## src/rtl/ps2_host_port.sv

```systemverilog
module ps2_host_port #(
  parameter int PRESC_W = 16,
  parameter int FILT    = 3
) (
  input  logic        clk,
  input  logic        rst_n,
  input  logic        ps2_clk_in,
  input  logic        ps2_dat_in,
  output logic        ps2_clk_oe,
  output logic        ps2_dat_oe,
  input  logic        reg_wr,
  input  logic        reg_rd,
  input  logic [2:0]  reg_addr,
  input  logic [15:0] reg_wdata,
  output logic [15:0] reg_rdata,
  output logic        irq
);
  localparam logic [2:0] A_TX = 3'd0, A_RX = 3'd1, A_ST = 3'd2, A_IEN = 3'd3,
                         A_IDIS = 3'd4, A_MASK = 3'd5, A_PS = 3'd6;

  typedef enum logic [1:0] {T_IDLE, T_INH, T_BITS} tx_t;

  logic [1:0] s0, s1;
  logic [FILT-1:0] hc, hd;
  logic cf, df, cf_d;
  always_ff @(posedge clk or negedge rst_n)
    if (!rst_n) begin
      s0 <= '1; s1 <= '1; hc <= '1; hd <= '1; cf <= 1'b1; df <= 1'b1; cf_d <= 1'b1;
    end else begin
      s0 <= {ps2_clk_in, ps2_dat_in};
      s1 <= s0;
      hc <= {hc[FILT-2:0], s1[1]};
      hd <= {hd[FILT-2:0], s1[0]};
      if (&hc) cf <= 1'b1; else if (~|hc) cf <= 1'b0;
      if (&hd) df <= 1'b1; else if (~|hd) df <= 1'b0;
      cf_d <= cf;
    end
  wire fall = cf_d & ~cf;

  tx_t tst;
  logic [PRESC_W-1:0] presc, cnt;
  logic [PRESC_W:0] cnt_nx;
  logic [7:0] txb, rxb;
  logic [3:0] tn, rn;
  logic [8:0] rsh;
  logic clk_lo, dat_lo, rxrdy, txrdy, nack;
  logic [2:0] mask;

  assign cnt_nx = {1'b0, cnt} + {{PRESC_W{1'b0}}, 1'b1};
  wire wr_tx   = reg_wr && reg_addr == A_TX && tst == T_IDLE;
  wire rd_rx   = reg_rd && reg_addr == A_RX;
  wire tx_done = tst == T_BITS && fall && tn == 4'd10;
  wire rx_ok   = tst == T_IDLE && fall && rn == 4'd10 && df && (^rsh);

  always_ff @(posedge clk or negedge rst_n)
    if (!rst_n) begin
      tst <= T_IDLE; cnt <= '0; txb <= '0; tn <= '0; clk_lo <= 1'b0; dat_lo <= 1'b0;
    end else case (tst)
      T_IDLE: if (wr_tx) begin
        txb <= reg_wdata[7:0]; cnt <= '0; clk_lo <= 1'b1; tst <= T_INH;
      end
      T_INH: if (cnt_nx >= {1'b0, presc}) begin
        clk_lo <= 1'b0; dat_lo <= 1'b1; tn <= '0; tst <= T_BITS;
      end else cnt <= cnt_nx[PRESC_W-1:0];
      T_BITS: if (fall) begin
        tn <= tn + 4'd1;
        if (tn < 4'd8)       dat_lo <= ~txb[tn[2:0]];
        else if (tn == 4'd8) dat_lo <= ^txb;
        else if (tn == 4'd9) dat_lo <= 1'b0;
        else                 tst <= T_IDLE;
      end
      default: tst <= T_IDLE;
    endcase

  always_ff @(posedge clk or negedge rst_n)
    if (!rst_n) begin
      rn <= '0; rsh <= '0;
    end else if (tst != T_IDLE) rn <= '0;
    else if (fall) begin
      if (rn == 4'd0) begin
        if (!df) rn <= 4'd1;
      end else if (rn <= 4'd9) begin
        rsh <= {df, rsh[8:1]}; rn <= rn + 4'd1;
      end else rn <= '0;
    end

  always_ff @(posedge clk or negedge rst_n)
    if (!rst_n) begin
      rxrdy <= 1'b0; txrdy <= 1'b1; nack <= 1'b0; mask <= '0; rxb <= '0; presc <= '0;
    end else begin
      if (rx_ok) begin rxb <= rsh[7:0]; rxrdy <= 1'b1; end
      else if (rd_rx) rxrdy <= 1'b0;
      if (wr_tx) begin txrdy <= 1'b0; nack <= 1'b0; end
      else if (tx_done) begin txrdy <= 1'b1; nack <= df; end
      if (reg_wr && reg_addr == A_IEN) mask <= mask | reg_wdata[2:0];
      else if (reg_wr && reg_addr == A_IDIS) mask <= mask & ~reg_wdata[2:0];
      if (reg_wr && reg_addr == A_PS) presc <= reg_wdata[PRESC_W-1:0];
    end

  always_comb begin
    reg_rdata = '0;
    case (reg_addr)
      A_RX:   reg_rdata[7:0] = rxb;
      A_ST:   reg_rdata[2:0] = {nack, txrdy, rxrdy};
      A_MASK: reg_rdata[2:0] = mask;
      A_PS:   reg_rdata[PRESC_W-1:0] = presc;
      default: reg_rdata = '0;
    endcase
  end

  assign ps2_clk_oe = clk_lo;
  assign ps2_dat_oe = dat_lo;
  assign irq = |({nack, txrdy, rxrdy} & mask);


  tx_start_chk: assert property (@(posedge clk) disable iff (!rst_n)
    wr_tx |=> ps2_clk_oe && !ps2_dat_oe);

  no_retry_chk: assert property (@(posedge clk) disable iff (!rst_n)
    $rose(nack) |-> txrdy && !ps2_clk_oe);

  tx_clear_chk: assert property (@(posedge clk) disable iff (!rst_n)
    wr_tx |=> !txrdy && !nack);

  rx_clear_chk: assert property (@(posedge clk) disable iff (!rst_n)
    rd_rx && !rx_ok |=> !rxrdy);

  mask_set_chk: assert property (@(posedge clk) disable iff (!rst_n)
    reg_wr && reg_addr == A_IEN |=> (mask & $past(reg_wdata[2:0])) == $past(reg_wdata[2:0]));

  mask_clr_chk: assert property (@(posedge clk) disable iff (!rst_n)
    reg_wr && reg_addr == A_IDIS |=> (mask & $past(reg_wdata[2:0])) == 3'b000);
endmodule

```

## config.mk

```make
export PLATFORM = sky130hd
export DESIGN_NAME = ps2_host_port
export DESIGN_NICKNAME = d
export VERILOG_FILES = /design/src/rtl/ps2_host_port.sv
export SDC_FILE = /design/constraint.sdc
export NUM_CORES = 1
export LEC_CHECK = 0
export BUFFER_PORTS_ARGS = -buffer_cell sky130_fd_sc_hd__buf_2
export CELL_PAD_IN_SITES_DETAIL_PLACEMENT = 0
export CELL_PAD_IN_SITES_GLOBAL_PLACEMENT = 1
export CORE_UTILIZATION = 29
export DETAILED_ROUTE_END_ITERATION = 12
export PLACE_DENSITY_LB_ADDON = 0.05
export SLEW_MARGIN = 25
export SYNTH_ARGS = -nofsm -noshare
export SYNTH_HDL_FRONTEND = slang
export SYNTH_SLANG_ARGS = --single-unit
```

## constraint.sdc

```tcl
create_clock -name clk -period 3.19 [get_ports clk]
set_input_delay 0.1595 -clock clk [delete_from_list [all_inputs] [get_ports clk]]
set_output_delay 0.1595 -clock clk [all_outputs]
set_load 0.01 [all_outputs]
```

==> impl_metrics.xml <==
<?xml version="1.0" encoding="UTF-8"?>
<metrics>
  <group name="run_status">
    <metric name="outcome" unit="">complete, no violations</metric>
  </group>
  <group name="sta">
    <metric name="final-max-slew-violation-count" unit="">0</metric>
    <metric name="fmax" unit="MHz">322</metric>
    <metric name="fin_worst_skew" unit="ns">0.00727</metric>
    <metric name="timing.final.hold_violations" unit="">0</metric>
    <metric name="period_minus_slack" unit="ns">3.10</metric>
    <metric name="final-setup-viol-count" unit="">0</metric>
    <metric name="finalCritPeriodShare" unit="%">97.3</metric>
    <metric name="rsz0062_at_grt" unit="">true</metric>
    <metric name="worst_hold_slack" unit="ns">0.0356</metric>
    <metric name="setup_tns" unit="ns">0</metric>
    <metric name="max_slew_margin" unit="%">44.1</metric>
    <metric name="timing_worst_slew_pin_value" unit="ns">0.837</metric>
  </group>
  <group name="global_route">
    <metric name="first_global_vias" unit="">4075</metric>
    <metric name="global_route_wire_length_before_repair" unit="um">21700</metric>
    <metric name="gr-total-overflow" unit="">0</metric>
    <metric name="grt.total_usage" unit="%">15.9</metric>
    <metric name="grt_max_degree" unit="">60</metric>
    <metric name="grt_antenna_before_repair" unit="">0</metric>
  </group>
  <group name="worst_setup_path">
    <metric name="worstPathMaxFanout" unit="">4</metric>
    <metric name="critical_path_required" unit="ns">3.43</metric>
    <metric name="crit_path_top_cell_by_count" unit="">sky130_fd_sc_hd__buf_4</metric>
    <metric name="crit_path_category" unit="">register to register</metric>
    <metric name="cp_slowest_stage_delay" unit="ns">0.42</metric>
    <metric name="cp-end-kind" unit="">register</metric>
    <metric name="worstPathCellList" unit="">ha_2, nand3_2, or3_4, xnor2_1, ha_1, a21oi_1, nor2_1, o41ai_2, buf_4, and4_2, buf_4, o22ai_1, a21o_1</metric>
    <metric name="critical_path.top_delay_family" unit="">compound AO/OA/AOI/OAI gates</metric>
    <metric name="worstPathArrival" unit="ns">3.35</metric>
    <metric name="crit_slowest_cell" unit="">sky130_fd_sc_hd__o41ai_2</metric>
    <metric name="cp_num_buf_inv" unit="">2</metric>
    <metric name="critPathLaunchType" unit="">register</metric>
  </group>
  <group name="synthesis">
    <metric name="synth.net_count" unit="">546</metric>
    <metric name="yosysUniqueCellTypes" unit="">54</metric>
    <metric name="synth_async_sr_flop_share" unit="%">100</metric>
    <metric name="synth_area_per_cell" unit="um2">10.1</metric>
    <metric name="number_of_synthesized_register_bits" unit="">88</metric>
    <metric name="synth.yosys.seq_area_share" unit="%">44.5</metric>
    <metric name="yosysWarningCount" unit="">0</metric>
    <metric name="syn_area" unit="um2">4990</metric>
    <metric name="synth_edf_count" unit="">0</metric>
    <metric name="postSynth.topFlopCell" unit="">sky130_fd_sc_hd__dfrtp_1</metric>
    <metric name="syn_inst" unit="">493</metric>
  </group>
  <group name="cells_and_area">
    <metric name="finalCoreUtilization" unit="%">36.4</metric>
    <metric name="multi_input_comb_area" unit="um2">2630</metric>
    <metric name="num-nets-final" unit="">619</metric>
    <metric name="flow.area_growth_from_synthesis" unit="%">21.8</metric>
    <metric name="layout_commonest_cell" unit="">sky130_fd_sc_hd__dfrtp_1</metric>
    <metric name="layout_common_cells" unit="">73 x sky130_fd_sc_hd__dfrtp_1, 42 x sky130_fd_sc_hd__buf_2, 39 x sky130_fd_sc_hd__buf_4, 37 x sky130_fd_sc_hd__nand2_1, 36 x sky130_fd_sc_hd__mux2_2</metric>
    <metric name="ff_latch_area" unit="um2">2220</metric>
    <metric name="n_antenna_cell" unit="">0</metric>
    <metric name="fillers" unit="">1735</metric>
    <metric name="drive_gt1_share" unit="%">29.9</metric>
  </group>
  <group name="clock_tree">
    <metric name="cts_tree" unit="">built</metric>
    <metric name="clock_tree.buffer_depth" unit="">2</metric>
    <metric name="clock_insertion_delay_worst_skew" unit="ns">0.35</metric>
    <metric name="clk_pin_slew_worst_paths" unit="ns">0.07</metric>
    <metric name="ctsRootBufferMaster" unit="">sky130_fd_sc_hd__clkbuf_16</metric>
    <metric name="cts_made_buffers" unit="">9</metric>
    <metric name="cts_sinks" unit="">88</metric>
    <metric name="cts_max_level" unit="">3</metric>
  </group>
  <group name="floorplan">
    <metric name="die-area" unit="um2">17700</metric>
    <metric name="die_x" unit="um">133</metric>
    <metric name="dieHeight" unit="um">133</metric>
    <metric name="placement_rows" unit="">47</metric>
    <metric name="fp.coreArea" unit="um2">16700</metric>
    <metric name="boundaryPins" unit="">44</metric>
    <metric name="initial_core_util" unit="%">29.9</metric>
  </group>
  <group name="placement">
    <metric name="place.gp.congestion" unit="">0.787</metric>
    <metric name="detailedPlacementHpwl" unit="um">9750</metric>
    <metric name="buffer_ports.inserted" unit="">43</metric>
  </group>
  <group name="power_and_ir_drop">
    <metric name="total_leakage_power" unit="uW">0.00285</metric>
    <metric name="vdd.ir_drop.worst" unit="mV">0.291</metric>
    <metric name="p_per_area" unit="nW/um2">623</metric>
    <metric name="report.power.total" unit="uW">3780</metric>
  </group>
  <group name="route">
    <metric name="first_pass_iters" unit="">6</metric>
    <metric name="detail_route.wl_per_cell" unit="um">16.9</metric>
    <metric name="remaining_drc_errors" unit="">0</metric>
    <metric name="route.final.wire_length" unit="um">13400</metric>
    <metric name="route.vias.total" unit="">3946</metric>
    <metric name="route.antenna.remaining_nets" unit="">0</metric>
    <metric name="detailedRoute.firstIterationViolations" unit="">145</metric>
    <metric name="avgViaCountPerCell" unit="">4.99</metric>
  </group>
  <group name="min_path">
    <metric name="worstHoldPathType" unit="">input port to register</metric>
  </group>
  <group name="job">
    <metric name="max_cap_violations" unit="">0</metric>
  </group>
</metrics>
==> power by group <==
group / switching [uW] / leakage (uW) / internal [uW] / total [uW]
Clock: 515 / 0.000144 / 555 / 1070
Combinational: 688 / 0.00161 / 575 / 1260
Sequential: 170 / 0.00110 / 1280 / 1450
Total: 1370 / 0.00285 / 2410 / 3780
==> path summary, 6_finish.rpt <==
path / end / slack, ns / start / cells after the start
worst max-delay path: tn[2] / 0.09 / cnt[0] / 13
worst min-delay path: presc[13] / 0.04 / reg_wdata[13] / 2
worst max register to register: tn[2] / 0.09 / cnt[0] / 13
worst min register to register: hc[0] / 0.36 / s1[1] / 0
max in group asynchronous: s1[1] / 2.01 / rst_n / 3
min in group asynchronous: presc[13] / 0.42 / rst_n / 2
==> stage by stage <==
stage,setup WS [ns],area [um2],instances
after floorplan,0.0506,4990,493
after global placement,0.0849,5620,766
after detailed placement,-0.0264,5620,766
after CTS,0.0262,5960,787
after global routing,-0.0518,6070,791
final,0.0868,6070,791
==> logic make-up after synthesis <==
group,Yosys count,share of synthesized area (%)
adders and majority gates,28,7.03
AOI/OAI and AO/OA,114,15.0
xor gates and xnor gates,29,5.09
DFF,88,44.5
buffers and inverters,56,4.59
muxes,42,9.86
and+or+nand+nor,136,13.9
==> registers in the layout, summed over array words and instances, names as in the netlist, named ones only <==
name        count
rxrdy           1
rsh             9
s1              2
cnt            16
nack            1
hd              3
rxb             8
txrdy           1
presc          16
ps2_dat_oe      1
cf_d            1
hc              3
rn              4
tn              4
df              1
s0              2
tst             2
txb             8
ps2_clk_oe      1
cf              1
==> cell type report <==
class | count | share of cell area (%)
well taps | 220 | 4.53
repair buffers | 84 | 8.78
clock inverters | 7 | 1.15
multi-input cells | 350 | 43.2
inverters | 33 | 2.04
flip-flops and latches | 88 | 36.6
clock buffers | 9 | 3.71
==> cell usage after synthesis (2+ instances only) <==
library cell	n	area share (%)
sky130_fd_sc_hd__nor2_1	21	1.6
sky130_fd_sc_hd__o41ai_1	2	0.35
sky130_fd_sc_hd__dfrtp_1	74	37
sky130_fd_sc_hd__mux2i_1	3	0.60
sky130_fd_sc_hd__ha_1	28	7.0
sky130_fd_sc_hd__xor2_1	9	1.6
sky130_fd_sc_hd__dfstp_2	14	7.4
sky130_fd_sc_hd__nand2_1	37	2.8
sky130_fd_sc_hd__a21boi_0	2	0.30
sky130_fd_sc_hd__xnor2_1	20	3.5
sky130_fd_sc_hd__a31oi_1	6	0.75
sky130_fd_sc_hd__buf_6	2	0.45
sky130_fd_sc_hd__mux2_2	36	8.1
sky130_fd_sc_hd__nand4_1	12	1.5
sky130_fd_sc_hd__o21ai_0	29	2.9
sky130_fd_sc_hd__a211o_1	3	0.53
sky130_fd_sc_hd__nand3_1	17	1.7
sky130_fd_sc_hd__buf_2	3	0.30
sky130_fd_sc_hd__o21a_1	3	0.45
sky130_fd_sc_hd__buf_1	2	0.15
sky130_fd_sc_hd__and3_1	16	2.0
sky130_fd_sc_hd__a221oi_1	3	0.53
sky130_fd_sc_hd__nor3_1	15	1.5
sky130_fd_sc_hd__nor2b_1	5	0.63
sky130_fd_sc_hd__a22oi_1	4	0.60
sky130_fd_sc_hd__o211ai_1	6	0.90
sky130_fd_sc_hd__inv_1	33	2.5
sky130_fd_sc_hd__a41o_1	5	1.0
sky130_fd_sc_hd__mux4_2	2	0.90
sky130_fd_sc_hd__clkbuf_1	16	1.2
sky130_fd_sc_hd__o22ai_1	3	0.38
sky130_fd_sc_hd__a21oi_1	33	3.3
sky130_fd_sc_hd__a21o_1	4	0.60
sky130_fd_sc_hd__a22o_1	5	0.88
==> routing by layer <==
| layer | GRT usage [%] | routed length [um] | vias to the layer above |
|---|---|---|---|
| met5 | 0 | 0 | - |
| met4 | 4.36 | 148 | 0 |
| met3 | 3.31 | 453 | 11 |
| met2 | 27.1 | 6480 | 65 |
| met1 | 20.5 | 6300 | 1949 |
| li1 | - | - | 1921 |
==> repair_timing <==
item                       in CTS  in global routing
setup buffers                   2                  3
setup endpoints to repair       2                 24
hold buffers                    3                  0
gates resized for setup         0                 16
gates cloned                    0                  1
pin swaps                       1                 11
hold endpoints to repair       50                  0
(Power assumes the default switching activity.)
